**src/rtl/fwd_pkg.sv**
```systemverilog
package fwd_pkg;
  // Operand source encoding shared by the selector and the operand mux.
  typedef enum logic [1:0] {
    SEL_RF  = 2'b00,
    SEL_WB  = 2'b01,
    SEL_MEM = 2'b10
  } fwd_sel_e;
endpackage

```
**src/rtl/fwd_match.sv**
```systemverilog
module fwd_match #(
  parameter int REG_W = 5
) (
  input  logic [REG_W-1:0] src,
  input  logic [REG_W-1:0] dst,
  input  logic             wen,
  output logic             hit
);
  logic dst_nonzero;
  logic same_reg;

  always_comb begin
    dst_nonzero = |dst;
    same_reg    = (dst == src);
    hit         = wen && dst_nonzero && same_reg;
  end
endmodule

```
**src/rtl/fwd_select.sv**
```systemverilog
module fwd_select
  import fwd_pkg::*;
(
  input  logic     hit_mem,
  input  logic     hit_wb,
  output fwd_sel_e sel
);
  always_comb begin
    if (hit_mem)     sel = SEL_MEM;
    else if (hit_wb) sel = SEL_WB;
    else             sel = SEL_RF;
  end

  always_comb begin
    if (hit_mem) begin

      younger_wins_chk: assert (sel == SEL_MEM) else $error("memory-stage hit not selected");
    end
    if (hit_wb && !hit_mem) begin

      wb_taken_chk: assert (sel == SEL_WB) else $error("write-back hit not selected");
    end
    if (!hit_mem && !hit_wb) begin

      idle_file_chk: assert (sel == SEL_RF) else $error("bypass without hit");
    end
  end
endmodule

```
**src/rtl/fwd_wb_value.sv**
```systemverilog
module fwd_wb_value #(
  parameter int DATA_W = 32
) (
  input  logic              mem2reg,
  input  logic [DATA_W-1:0] load_data,
  input  logic [DATA_W-1:0] alu_result,
  output logic [DATA_W-1:0] value
);
  always_comb begin
    value = mem2reg ? load_data : alu_result;
  end
endmodule

```
**src/rtl/fwd_operand_mux.sv**
```systemverilog
module fwd_operand_mux
  import fwd_pkg::*;
#(
  parameter int DATA_W = 32
) (
  input  fwd_sel_e          sel,
  input  logic [DATA_W-1:0] rf_val,
  input  logic [DATA_W-1:0] mem_val,
  input  logic [DATA_W-1:0] wb_val,
  output logic [DATA_W-1:0] op
);
  always_comb begin
    case (sel)
      SEL_MEM: op = mem_val;
      SEL_WB:  op = wb_val;
      default: op = rf_val;
    endcase
  end
endmodule

```
**src/rtl/fwd_bypass_unit.sv**
```systemverilog
module fwd_bypass_unit
  import fwd_pkg::*;
#(
  parameter int REG_W   = 5,
  parameter int DATA_W  = 32
) (
  input  logic [REG_W-1:0]  ex_rs1,
  input  logic [REG_W-1:0]  ex_rs2,
  input  logic [DATA_W-1:0] rf_a,
  input  logic [DATA_W-1:0] rf_b,
  input  logic [REG_W-1:0]  mem_rd,
  input  logic              mem_wen,
  input  logic [DATA_W-1:0] mem_alu_result,
  input  logic [REG_W-1:0]  wb_rd,
  input  logic              wb_wen,
  input  logic              wb_mem2reg,
  input  logic [DATA_W-1:0] wb_load_data,
  input  logic [DATA_W-1:0] wb_alu_result,
  output logic [1:0]        sel_a,
  output logic [1:0]        sel_b,
  output logic [DATA_W-1:0] op_a,
  output logic [DATA_W-1:0] op_b
);
  localparam int NUM_SRC = 2;

  logic [REG_W-1:0]  src_num [NUM_SRC];
  logic [DATA_W-1:0] src_rf  [NUM_SRC];
  logic [DATA_W-1:0] src_op  [NUM_SRC];
  fwd_sel_e          src_sel [NUM_SRC];
  logic [DATA_W-1:0] wb_value;

  assign src_num[0] = ex_rs1;
  assign src_num[1] = ex_rs2;
  assign src_rf[0]  = rf_a;
  assign src_rf[1]  = rf_b;

  // value presented by the write-back stage
  fwd_wb_value #(.DATA_W(DATA_W)) u_wb_value (
    .mem2reg   (wb_mem2reg),
    .load_data (wb_load_data),
    .alu_result(wb_alu_result),
    .value     (wb_value)
  );

  for (genvar s = 0; s < NUM_SRC; s++) begin : g_src
    logic hit_mem;
    logic hit_wb;

    fwd_match #(.REG_W(REG_W)) u_match_mem (
      .src(src_num[s]), .dst(mem_rd), .wen(mem_wen), .hit(hit_mem)
    );
    fwd_match #(.REG_W(REG_W)) u_match_wb (
      .src(src_num[s]), .dst(wb_rd), .wen(wb_wen), .hit(hit_wb)
    );
    fwd_select u_select (
      .hit_mem(hit_mem), .hit_wb(hit_wb), .sel(src_sel[s])
    );
    fwd_operand_mux #(.DATA_W(DATA_W)) u_mux (
      .sel(src_sel[s]), .rf_val(src_rf[s]), .mem_val(mem_alu_result),
      .wb_val(wb_value), .op(src_op[s])
    );
  end

  assign sel_a = src_sel[0];
  assign sel_b = src_sel[1];
  assign op_a  = src_op[0];
  assign op_b  = src_op[1];

  always_comb begin
    if (mem_rd == '0) begin

      mem_zero_chk: assert (sel_a != 2'b10 && sel_b != 2'b10) else $error("bypass from r0 in memory stage");
    end
    if (wb_rd == '0) begin

      wb_zero_chk: assert (sel_a != 2'b01 && sel_b != 2'b01) else $error("bypass from r0 in write-back");
    end
    if (!mem_wen && !wb_wen) begin

      no_writer_chk: assert (sel_a == 2'b00 && sel_b == 2'b00) else $error("bypass with no writer");
    end
    if (mem_wen && mem_rd != '0 && mem_rd == ex_rs1) begin

      mem_to_a_chk: assert (op_a == mem_alu_result) else $error("operand A missed memory-stage value");
    end
    if (mem_wen && mem_rd != '0 && mem_rd == ex_rs2) begin

      mem_to_b_chk: assert (op_b == mem_alu_result) else $error("operand B missed memory-stage value");
    end
  end
endmodule

```
**config.mk**
```make
export PLATFORM = sky130hd
export DESIGN_NAME = fwd_bypass_unit
export DESIGN_NICKNAME = d
export VERILOG_FILES = /design/src/rtl/fwd_pkg.sv /design/src/rtl/fwd_match.sv /design/src/rtl/fwd_select.sv /design/src/rtl/fwd_wb_value.sv /design/src/rtl/fwd_operand_mux.sv /design/src/rtl/fwd_bypass_unit.sv
export SDC_FILE = /design/constraint.sdc
export NUM_CORES = 1
export LEC_CHECK = 0
export BUFFER_PORTS_ARGS = -buffer_cell sky130_fd_sc_hd__buf_2
export CAP_MARGIN = 25
export CORE_AREA = 2 2 97 99
export DETAILED_ROUTE_END_ITERATION = 6
export DIE_AREA = 0 0 99 101
export PLACE_DENSITY = 0.83
export SLEW_MARGIN = 5
export SYNTH_ARGS = -nofsm -noshare
export SYNTH_HDL_FRONTEND = slang
export SYNTH_SLANG_ARGS = --single-unit
```
**constraint.sdc**
```tcl
create_clock -name vclk -period 2.8
set_input_delay 0.56 -clock vclk [all_inputs]
set_output_delay 0.56 -clock vclk [all_outputs]
set_load 0.02 [all_outputs]
```
==> results <==
- The minimum clock period is roughly 2900 ps.
- In the final layout, the multi-input gates occupy ~0.0031 mm².
- The areal power density over the cells is 186.0 mW/mm².
- Setup repair after global routing could not meet its margin everywhere.
- The warning count from the yosys run is 0.
- The count of endpoints failing hold in the final timing report is 0.
- The worst hold path depth is 4.
- The worst-case hold path end point is op_a[7].
- The count of unresolved DRC violations after routing is 0.
- Along the worst path, the maximum fanout reaches 24.
- The weighted congestion at the end of routability-driven global placement is between 0.9 and 1.
- The via count of the first global-routing pass came to 4,692.
- In the finished design the tool counted flip-flops and latches totalling 0.
- The final max-slew violation count was 0.
- The die covers around 0.01 mm².
- The beginning of the worst hold path is mem_alu_result[7].
- The arrival time of the worst setup path is ~2300 ps.
- The remaining global-route overflow is 0.
- For the pin with the worst max-slew slack, the measured transition is between 400 and 500 ps.
- The finished cells cover 0.005298 mm².
- The number of buffers inserted by port buffering is 251.
- The synthesized area divided by synthesized cell count is about 7.7 µm².
- The leakage power figure is roughly 0.0023 µW.
- The final layout net count is 804.
- Pin placement for this block handled about 250 I/O pins.
- For this block, the initial DRC count from the detailed router was 304.
- Across all setup checks in the final design, the least slack found is -95.13 ps.
- The clock buffers instantiated in the layout total 0.
- Summed over all nets, the half-perimeter wirelength after detailed placement is around 10,000 µm.
- Dividing the detail-routed via count by the number of cells gives ~6.6.
- The cell count after synthesis is 401.
- The completed layout was analyzed and its total power is about 990 µW.
- The floorplan has 35 rows.
- The first TritonRoute pass finished after 5 iterations.
- The final reports fail on setup timing.
- The global-route usage over all layers is between 20% and 30%.
- Based on the critical path, the design can be clocked at up to ~350 MHz.
- 0 antenna diodes ended up in the layout.
- From left edge to right edge, the die measures between 90 and 100 µm.
- The area growth from synthesis to layout is 72.25%.
- The net count after synthesis is a little under 600.
- STA puts the critical path data required time at 2240 ps.
- The run finished, with violations left.
- The element type at the critical path start is an input port.
- Summed over all layers, the routed wires come to ~16,000 µm.
- The routed layout has 4,834 vias.
- After detailed placement, the total cell area comes to roughly 0.0046 mm².
- Entering global routing, the biggest net connects just under 80 pins.
- The path category of the worst min-delay check is input port to output pin.
- The y dimension of the die is 101 µm.
- The number of endpoints failing setup at the final stage is 36.
- The number of maximum-capacitance constraint violations is 0.
- The sequential area share after synthesis is 0%.
- The first global-routing pass estimated approximately 23,000 µm of wire.
- The netlist area before placement is 0.003075 mm².
- STA classifies the critical path endpoint as an output pin.
- The share of the cycle needed by the critical path after routing is 103.4%.
- The area taken by flip-flops and latches is 0 µm².
- The final standard cell utilization of the core is 59.01%.
- The worst supply voltage drop on vdd is 0.1217 mV.
- The worst setup path is of the input port to output pin kind.
- The remaining number of nets flagged by the antenna check after routing is 0.
- The initial utilization of the core area, before any placement, comes to between 30% and 40%.
- The region available for standard cell placement spans between 0.008 and 0.009 mm².
- Cells with a size suffix above 1 make up between 60% and 70% of the layout.
- The initial antenna violation count came to 0.
- After filler insertion, the fill cell instance count of the layout stands at approximately 750.
- The unique cell type count in the Yosys netlist is 18.
- In the final routed layout, each cell accounts on average for roughly 22 µm.
- The worst max-slew margin expressed relative to the limit is approximately three quarters.
- The hold buffer count at cts is 0.
- The minimum hold slack is 1494 ps.
==> through the flow <==
step / setup WS [ps] / setup TNS, ps / std cells
global placement: -142.3 / -846.5 / 721
floorplan: 100.3 / 0 / 401
global route: -122.4 / -3166 / 730
finish: -95.13 / -689.0 / 730
CTS: -18.40 / -47.13 / 721
detailed placement: -138.4 / -1989 / 721
==> critical path, cell delays in order <==
cell and delay [ps]:
sky130_fd_sc_hd__buf_6 90, sky130_fd_sc_hd__or4_4 540, sky130_fd_sc_hd__o21a_4 320, sky130_fd_sc_hd__clkbuf_16 230, sky130_fd_sc_hd__a31oi_1 280, sky130_fd_sc_hd__o31ai_2 130, sky130_fd_sc_hd__buf_4 170
==> cell usage after synthesis, drive strengths merged <==
library cell / count / share of area [%]
a31oi: 64 / 13
and4: 64 / 18
nand4: 64 / 13
o31ai: 64 / 25
clkbuf: 50 / 6.1
mux2i: 32 / 10
buf: 25 / 5.7
xor2: 20 / 5.7
nor2: 6 / 0.73
nor3: 4 / 0.65
and3: 2 / 0.41
nand3: 2 / 0.33
o21a: 2 / 0.49
or4: 2 / 0.49
==> worst max path at each step <==
stage | from | slack, ps | to | cells past startpoint
2_1_floorplan | wb_rd[0] | 100 | op_a[0] | 5
3_3_place_gp | mem_rd[0] | -140 | op_a[31] | 7
3_5_place_dp | mem_rd[0] | -140 | op_a[31] | 7
4_1_cts | wb_rd[0] | -20 | op_b[11] | 7
5_1_grt | wb_rd[2] | -120 | op_b[23] | 7
6_report | wb_rd[2] | -100 | op_b[23] | 7
==> power by group <==
| part | switching [µW] | leakage, µW | internal [µW] |
|---|---|---|---|
| sequential | 0 | 0 | 0 |
| clock | 0 | 0 | 0 |
| combinational | 561 | 0.00231 | 425 |
==> per-layer routing <==
metal	share of wire [%]	up-vias	GRT usage, %
met1	37	2260	31.84
met2	51	367	48.60
met4	2.8	0	11.06
li1	-	2154	-
met5	0	-	0
met3	8.3	53	2.982
==> cell families (layout without fill, tap and decap cells) <==
kind of cell / after synthesis / in the layout / share of synthesized area, %
multiplexers: 32 / 32 / 10.42
AND/OR/NAND/NOR: 144 / 144 / 33.85
buffers and inverters: 75 / 292 / 11.80
XOR/XNOR: 20 / 20 / 5.696
AO/OA/AOI/OAI: 130 / 131 / 38.24
==> area by class of cell <==
cell class | instances | area share, %
Multi-Input combinational cell | 327 | 58.67
Tap cell | 111 | 2.622
Timing Repair Buffer | 292 | 38.71
==> repair_timing <==
item                                    4_1_cts  5_1_grt
pin swaps                                     0        4
buffers inserted                              0        2
gates resized for setup                      31      104
endpoints found under the setup margin       57       61
gates cloned                                  0        7
==> layout by cell type, fill, tap and decap left out, types with 15 or more instances in the layout <==
| cell | netlist | routed |
|---|---|---|
| sky130_fd_sc_hd__buf_2 | 5 | 188 |
| sky130_fd_sc_hd__buf_4 | 2 | 67 |
| sky130_fd_sc_hd__nand4_1 | 64 | 64 |
| sky130_fd_sc_hd__and4_1 | 64 | 50 |
| sky130_fd_sc_hd__a31oi_1 | 64 | 49 |
| sky130_fd_sc_hd__o31ai_2 | 56 | 41 |
| sky130_fd_sc_hd__mux2i_1 | 32 | 32 |
| sky130_fd_sc_hd__xor2_1 | 20 | 20 |
| sky130_fd_sc_hd__o31ai_4 | 0 | 19 |
| sky130_fd_sc_hd__buf_6 | 9 | 19 |
| sky130_fd_sc_hd__a31oi_2 | 0 | 15 |
Note: power is estimated with default switching activity, not from simulation.
